$ cat config.mk
export PLATFORM = sky130hd
export DESIGN_NAME = qclk_gen
export DESIGN_NICKNAME = d
export VERILOG_FILES = /design/src/rtl/qclk_pkg.sv /design/src/rtl/qclk_divider.sv /design/src/rtl/qclk_debounce.sv /design/src/rtl/qclk_watchdog.sv /design/src/rtl/qclk_hold.sv /design/src/rtl/qclk_gen.sv
export SDC_FILE = /design/constraint.sdc
export NUM_CORES = 1
export LEC_CHECK = 0
export BUFFER_PORTS_ARGS = -buffer_cell sky130_fd_sc_hd__buf_2
export CORE_UTILIZATION = 50
export DETAILED_ROUTE_END_ITERATION = 8
export GPL_ROUTABILITY_DRIVEN = 0
export GPL_TIMING_DRIVEN = 0
export PLACE_DENSITY = 0.76
export RECOVER_POWER = 100
export REMOVE_ABC_BUFFERS = 1
export SLEW_MARGIN = 40
export SYNTH_ARGS = -nofsm -noshare
export SYNTH_HDL_FRONTEND = slang
export SYNTH_SLANG_ARGS = --single-unit
export TNS_END_PERCENT = 50
$ cat constraint.sdc
create_clock -name osc_clk -period 4.35 [get_ports osc_clk]
set_input_delay 0.87 -clock osc_clk [delete_from_list [all_inputs] [get_ports osc_clk]]
set_output_delay 0.87 -clock osc_clk [all_outputs]
set_load 0.005 [all_outputs]
$ cat src/rtl/qclk_pkg.sv
package qclk_pkg;

    // Two-bit Johnson state: bit 1 drives ph0, bit 0 drives ph1.
    typedef enum logic [1:0] {
        QPH_LOW  = 2'b00,
        QPH_LEAD = 2'b10,
        QPH_HIGH = 2'b11,
        QPH_TAIL = 2'b01
    } quad_phase_e;

    // Next Johnson state: shift ph0 into ph1, feed back inverted ph1.
    function automatic quad_phase_e quad_step(input quad_phase_e cur);
        logic [1:0] bits;
        bits = cur;
        return quad_phase_e'({~bits[0], bits[1]});
    endfunction

    localparam int QCLK_DIVIDE = 4;

endpackage

$ cat src/rtl/qclk_divider.sv
module qclk_divider
    import qclk_pkg::*;
(
    input  logic osc_clk,
    input  logic arst_n,
    output logic ph0,
    output logic ph1,
    output logic rise_next
);

    typedef struct packed {
        quad_phase_e phase;
    } div_state_t;

    div_state_t st_d;
    div_state_t st_q;
    logic [1:0] ph_bits;

    always_comb begin
        st_d       = st_q;
        st_d.phase = quad_step(st_q.phase);
    end

    always_ff @(posedge osc_clk or negedge arst_n) begin
        if (!arst_n) begin
            st_q <= '{phase: QPH_LOW};
        end else begin
            st_q <= st_d;
        end
    end

    assign ph_bits   = st_q.phase;
    assign ph0       = ph_bits[1];
    assign ph1       = ph_bits[0];
    // The coming edge moves the state from LOW to LEAD, so ph0 rises on it.
    assign rise_next = (st_q.phase == QPH_LOW);

endmodule

$ cat src/rtl/qclk_debounce.sv
module qclk_debounce #(
    parameter int SYNC_STAGES = 2,
    parameter int STABLE_CYC  = 8
) (
    input  logic osc_clk,
    input  logic arst_n,
    input  logic raw_n,
    output logic level_o
);

    localparam int CW = $clog2(STABLE_CYC + 1);

    typedef struct packed {
        logic [SYNC_STAGES-1:0] sync;
        logic [CW-1:0]          cnt;
        logic                   level;
    } deb_state_t;

    deb_state_t             st_d;
    deb_state_t             st_q;
    logic [SYNC_STAGES-1:0] shifted;
    logic                   sampled;

    generate
        if (SYNC_STAGES > 1) begin : g_chain
            assign shifted = {st_q.sync[SYNC_STAGES-2:0], raw_n};
        end else begin : g_single
            assign shifted = raw_n;
        end
    endgenerate

    assign sampled = st_q.sync[SYNC_STAGES-1];

    always_comb begin
        st_d      = st_q;
        st_d.sync = shifted;
        if (sampled == st_q.level) begin
            st_d.cnt = '0;
        end else if (st_q.cnt == CW'(STABLE_CYC - 1)) begin
            st_d.level = sampled;
            st_d.cnt   = '0;
        end else begin
            st_d.cnt = st_q.cnt + CW'(1);
        end
    end

    always_ff @(posedge osc_clk or negedge arst_n) begin
        if (!arst_n) begin
            st_q <= '{sync: '1, cnt: '0, level: 1'b1};
        end else begin
            st_q <= st_d;
        end
    end

    assign level_o = st_q.level;

endmodule

$ cat src/rtl/qclk_watchdog.sv
module qclk_watchdog #(
    parameter int SYNC_STAGES = 2,
    parameter int WDOG_CYC    = 64
) (
    input  logic osc_clk,
    input  logic arst_n,
    input  logic strobe,
    input  logic hold_active,
    output logic bite
);

    localparam int CW = $clog2(WDOG_CYC + 1);

    typedef struct packed {
        logic [SYNC_STAGES-1:0] sync;
        logic                   prev;
        logic [CW-1:0]          cnt;
        logic                   bite;
    } wd_state_t;

    wd_state_t              st_d;
    wd_state_t              st_q;
    logic [SYNC_STAGES-1:0] shifted;
    logic                   toggled;

    generate
        if (SYNC_STAGES > 1) begin : g_chain
            assign shifted = {st_q.sync[SYNC_STAGES-2:0], strobe};
        end else begin : g_single
            assign shifted = strobe;
        end
    endgenerate

    assign toggled = st_q.sync[SYNC_STAGES-1] ^ st_q.prev;

    always_comb begin
        st_d      = st_q;
        st_d.sync = shifted;
        st_d.prev = st_q.sync[SYNC_STAGES-1];
        st_d.bite = 1'b0;
        if (hold_active || toggled) begin
            st_d.cnt = '0;
        end else if (st_q.cnt == CW'(WDOG_CYC - 1)) begin
            st_d.cnt  = '0;
            st_d.bite = 1'b1;
        end else begin
            st_d.cnt = st_q.cnt + CW'(1);
        end
    end

    always_ff @(posedge osc_clk or negedge arst_n) begin
        if (!arst_n) begin
            st_q <= '{sync: '0, prev: 1'b0, cnt: '0, bite: 1'b0};
        end else begin
            st_q <= st_d;
        end
    end

    assign bite = st_q.bite;

endmodule

$ cat src/rtl/qclk_hold.sv
module qclk_hold #(
    parameter int HOLD_CYC = 40
) (
    input  logic osc_clk,
    input  logic arst_n,
    input  logic trigger,
    output logic idle
);

    localparam int CW = $clog2(HOLD_CYC + 1);

    typedef struct packed {
        logic [CW-1:0] cnt;
    } hold_state_t;

    hold_state_t st_d;
    hold_state_t st_q;

    always_comb begin
        st_d = st_q;
        if (trigger) begin
            st_d.cnt = CW'(HOLD_CYC);
        end else if (st_q.cnt != '0) begin
            st_d.cnt = st_q.cnt - CW'(1);
        end
    end

    // Power loss loads a full hold, so release always waits the whole count.
    always_ff @(posedge osc_clk or negedge arst_n) begin
        if (!arst_n) begin
            st_q <= '{cnt: CW'(HOLD_CYC)};
        end else begin
            st_q <= st_d;
        end
    end

    assign idle = (st_q.cnt == '0);

endmodule

$ cat src/rtl/qclk_gen.sv
module qclk_gen #(
    parameter int SYNC_STAGES = 2,
    parameter int DEB_CYC     = 1_250_000,
    parameter int HOLD_CYC    = 12_500_000,
    parameter int WDOG_CYC    = 125_000_000
) (
    input  logic osc_clk,
    input  logic pwr_ok,
    input  logic btn_n,
    input  logic wd_strobe,
    output logic ph0,
    output logic ph1,
    output logic rst_n
);

    typedef struct packed {
        logic rst_n;
    } out_state_t;

    logic       rise_next;
    logic       btn_lvl;
    logic       wd_bite;
    logic       hold_idle;
    logic       hold_trig;
    out_state_t st_d;
    out_state_t st_q;

    qclk_divider u_div (
        .osc_clk   (osc_clk),
        .arst_n    (pwr_ok),
        .ph0       (ph0),
        .ph1       (ph1),
        .rise_next (rise_next)
    );

    qclk_debounce #(
        .SYNC_STAGES (SYNC_STAGES),
        .STABLE_CYC  (DEB_CYC)
    ) u_btn (
        .osc_clk (osc_clk),
        .arst_n  (pwr_ok),
        .raw_n   (btn_n),
        .level_o (btn_lvl)
    );

    qclk_watchdog #(
        .SYNC_STAGES (SYNC_STAGES),
        .WDOG_CYC    (WDOG_CYC)
    ) u_wd (
        .osc_clk     (osc_clk),
        .arst_n      (pwr_ok),
        .strobe      (wd_strobe),
        .hold_active (~hold_idle),
        .bite        (wd_bite)
    );

    assign hold_trig = ~btn_lvl | wd_bite;

    qclk_hold #(
        .HOLD_CYC (HOLD_CYC)
    ) u_hold (
        .osc_clk (osc_clk),
        .arst_n  (pwr_ok),
        .trigger (hold_trig),
        .idle    (hold_idle)
    );

    // Output reset only updates on the edge that raises ph0.
    always_comb begin
        st_d = st_q;
        if (rise_next) begin
            st_d.rst_n = hold_idle;
        end
    end

    always_ff @(posedge osc_clk or negedge pwr_ok) begin
        if (!pwr_ok) begin
            st_q <= '{rst_n: 1'b0};
        end else begin
            st_q <= st_d;
        end
    end

    assign rst_n = st_q.rst_n;

endmodule

==> results_dict.tcl <==
set metrics [dict create \
    crit_path_end_kind "flop" \
    power_frac_comb_pct 1.6 \
    synth_ff_type "dfrtp_1" \
    syn2layout_area_growth_pct 7.77 \
    ios 7 \
    ys_ff_latch 82 \
    crit_start "u_hold.st_q[16]$_DFFE_PN0P_" \
    powerDensity_nw_per_um2 331 \
    grt_overflow 0 \
    crit_type "reg -> reg" \
    antenna_cells 0 \
    hold_path_class "reg -> reg" \
    avgSynthCellArea_sq_um 10.0 \
    num-nets-final 419 \
    worstPathMaxFanout 26 \
    critPathArrivalTime_ns 3.45 \
    r2r_cells 5 \
    hp-start "u_wd.shifted[1]$_DFF_PN0_" \
    failed_checks "max-capacitance violations, max-slew violations" \
    max_slew_margin_pct -21.6 \
    worst_clock_skew_ns 0.00866 \
    vias 2916 \
    wire_per_inst_microns 14.1 \
    cp.buffers_inverters 0 \
    io_buffers 6 \
    tritoncts "done" \
    hpwl_microns 4950 \
    core_area_sq_um 7770 \
    cts_resized 0 \
    fin_tns_setup_ns 0 \
    p_leak_uw 0.00168 \
    routed_wl_microns 7310 \
    root_buffer "clkbuf_8" \
    slowest_stage "or2_0" \
    postCtsSetupBuffers 0 \
    clock-sinks 82 \
    dieWidth_microns 91.9 \
    clkTransAtPathRegs_ns 0.08 \
    cp.required_ns 4.61 \
    clockPowerShare_pct 45.0 \
    fin_crit_ns 3.19 \
    hold_buffers 0 \
    ir_drop_v 0.000156 \
    syn-cell-area_sq_um 4040 \
    start_util_pct 52.1 \
    rsz0062_at_grt "no" \
    grt_max_degree 49 \
    drtIter0Drc 155 \
    min_to "u_wd.st_d[28]$_DFF_PN0_" \
    synth_cell_types 48 \
    ys_seq_area_share_pct 51.2 \
    r2r_start "u_hold.st_q[16]$_DFFE_PN0P_" \
    synth-edff-count 0 \
    synthArstFlopShare_pct 100 \
    ys_warn_count 0 \
    crit_family "simple AND/OR/NAND/NOR gates" \
    grt_pass1_wl_microns 12900 \
    cpMostUsedCell "nor2_1" \
    seqPwrFrac_pct 53.4 \
    max_freq_ghz 0.313 \
    yosys-top-cells-area "dfrtp_1 41%, dfstp_2 9.7%, nor2_1 7.1%, xnor2_1 6.9%, xor2_1 5.4%" \
    status "finished with violations" \
    whs_path_depth 0 \
    start_kind "flop" \
    die_h_microns 91.9 \
    cts_htree_levels 3 \
    n_fill_cell 684 \
    finalHoldViolCount 0 \
    switching_share_pct 20.2 \
    drive_gt1_share_pct 10.1 \
    period_share_pct 73.3 \
    drv_cap 1 \
    grt_usage_pct 19.2 \
    cts_buffers 9 \
    ant_nets 0 \
    reg2reg_to "u_wd.st_q[20]$_DFF_PN0_" \
    yosysTopAreaCellShare_pct 41.5 \
    p_int_uw 1150 \
    slew_viol_final 36 \
    grt_antenna_before_repair 0 \
    via_per_inst 5.63 \
    drt-pass1-iter-count 4 \
    p_total_uw 1440 \
    setup_violations 0 \
    die_area_sq_um 8450 \
    synth_cells 404 \
    reg2reg_setup_slack_ns 1.16 \
    synth_top_area_cell "dfrtp_1" \
    cp_slowest_stage_delay_ns 0.75 \
    rows 32 \
    worstMarginPinSlew_ns 1.82 \
    clk_latency_ns 0.35 \
    clock_path_buffers 2 \
    first_global_vias 2915 \
    power_switching_uw 292 \
    drc 0 \
    worstPathCellList "or4_1, nor2_1, nand4_2, or2_0, nor2_1" \
]
metal layers:
| layer | global-route usage [%] | wire (microns) | share of wire (%) | vias up |
|---|---|---|---|---|
| met5 | 0 | 0 | 0 | - |
| met4 | 9.90 | 140 | 1.9 | 0 |
| met3 | 3.57 | 249 | 3.4 | 12 |
| met2 | 31.0 | 3530 | 48 | 52 |
| met1 | 24.7 | 3400 | 46 | 1423 |
| li1 | - | - | - | 1429 |
sequential cells by signal, summed over array words and instances, names as in the netlist:
signal / flops
u_btn.level_o: 1
u_wd.bite: 1
u_hold.st_q: 24
u_wd.st_d: 1
u_wd.shifted: 1
u_wd.st_q: 28
rst_n: 1
u_btn.shifted: 1
u_btn.st_q: 21
u_div.ph_bits: 2
u_btn.sampled: 1
cell families (layout without fill, tap and decap cells):
kind of cell,after synthesis,count (layout),synth area share (%)
buf+inv,19,31,2.38
mux,1,1,0.278
xor+xnor,57,57,12.3
simple gates,208,208,27.3
compound gates,33,33,5.29
fa+ha+maj,4,4,1.24
flops,82,82,51.2
worst reg2reg max path, delay by kind of cell (launching register included):
kind | cells | cell delay (ns)
and+or+nand+nor | 5 | 2.66
DFF | 1 | 0.44
stage by stage:
| stage | setup WS [ns] | hold slack [ns] | instances | cell area, sq um | utilization, % |
|---|---|---|---|---|---|
| after floorplan | 2.11 | 0.331 | 393 | 3980 | - |
| after global placement | 1.71 | 0.336 | 501 | 4140 | 53.2 |
| after detailed placement | 1.67 | 0.335 | 502 | 4170 | 53.7 |
| after CTS | 1.67 | 0.352 | 518 | 4410 | 56.7 |
| after global routing | 0.824 | 0.354 | 518 | 4360 | 56.1 |
| final | 1.16 | 0.351 | 518 | 4360 | 56.1 |
cells in the mapped netlist (2+ instances only):
cell      instances
o31ai_1           3
or3_1             5
dfstp_2          15
or2_2             3
nor3_1           11
xor2_1           25
and2_1            3
nand4_1          13
inv_1             8
and4_1           11
a31oi_1           6
xnor2_1          32
nor4b_1           2
a211oi_1          5
nand2b_1          4
nand4_2           2
a21oi_1           7
dfrtp_1          67
o21ai_0           5
nand2_1          22
and3_1            6
nand3_1          24
buf_2             2
or4_1             4
buf_6             3
ha_1              4
nor2_1           76
nor4_1           11
clkbuf_1          6
power by group through the flow:
stage	Sequential, uW	Clock, uW	Combinational, uW
floorplan	785	0	6.82
global placement	785	0	24.2
detailed placement	785	0	28.6
CTS	771	663	28.5
global route	771	695	28.1
finish	771	650	23.4
worst max path at each step:
stage,endpoint,slack (ns),cells past startpoint
final,u_wd.st_q[20]$_DFF_PN0_,1.16,5
after global placement,u_wd.st_q[27]$_DFF_PN0_,1.71,5
after CTS,u_wd.st_q[20]$_DFF_PN0_,1.67,5
after global routing,u_wd.shifted[1]$_DFF_PN0_,0.82,2
after detailed placement,u_wd.st_q[27]$_DFF_PN0_,1.67,5
after floorplan,u_wd.st_q[27]$_DFF_PN0_,2.11,5
area by class of cell:
type / count / area [sq um] / area share [%]
clock inverter: 5 / 103 / 2.35
sequential: 82 / 2070 / 47.5
tap: 102 / 128 / 2.93
multi-input combinational: 303 / 1860 / 42.8
inverter: 8 / 30.0 / 0.689
clock buffer: 11 / 131 / 3.01
timing repair buffer: 7 / 31.3 / 0.718
layout by cell type, fill, tap and decap left out, types with 4 or more instances in the layout:
cell type / instances
a211oi_1: 5
nand2b_1: 4
xor2_1: 25
clkbuf_1: 5
dfrtp_1: 67
dfstp_2: 15
nor2_1: 77
nor4_1: 11
or4_1: 4
nor3_1: 11
clkbuf_8: 9
and4_1: 11
nand4_1: 14
inv_1: 8
o21ai_0: 6
a31oi_1: 6
or3_1: 5
xnor2_1: 32
ha_1: 4
a21oi_1: 7
and3_1: 6
nand2_1: 22
nand3_1: 24
Note: power is estimated with default switching activity, not from simulation.
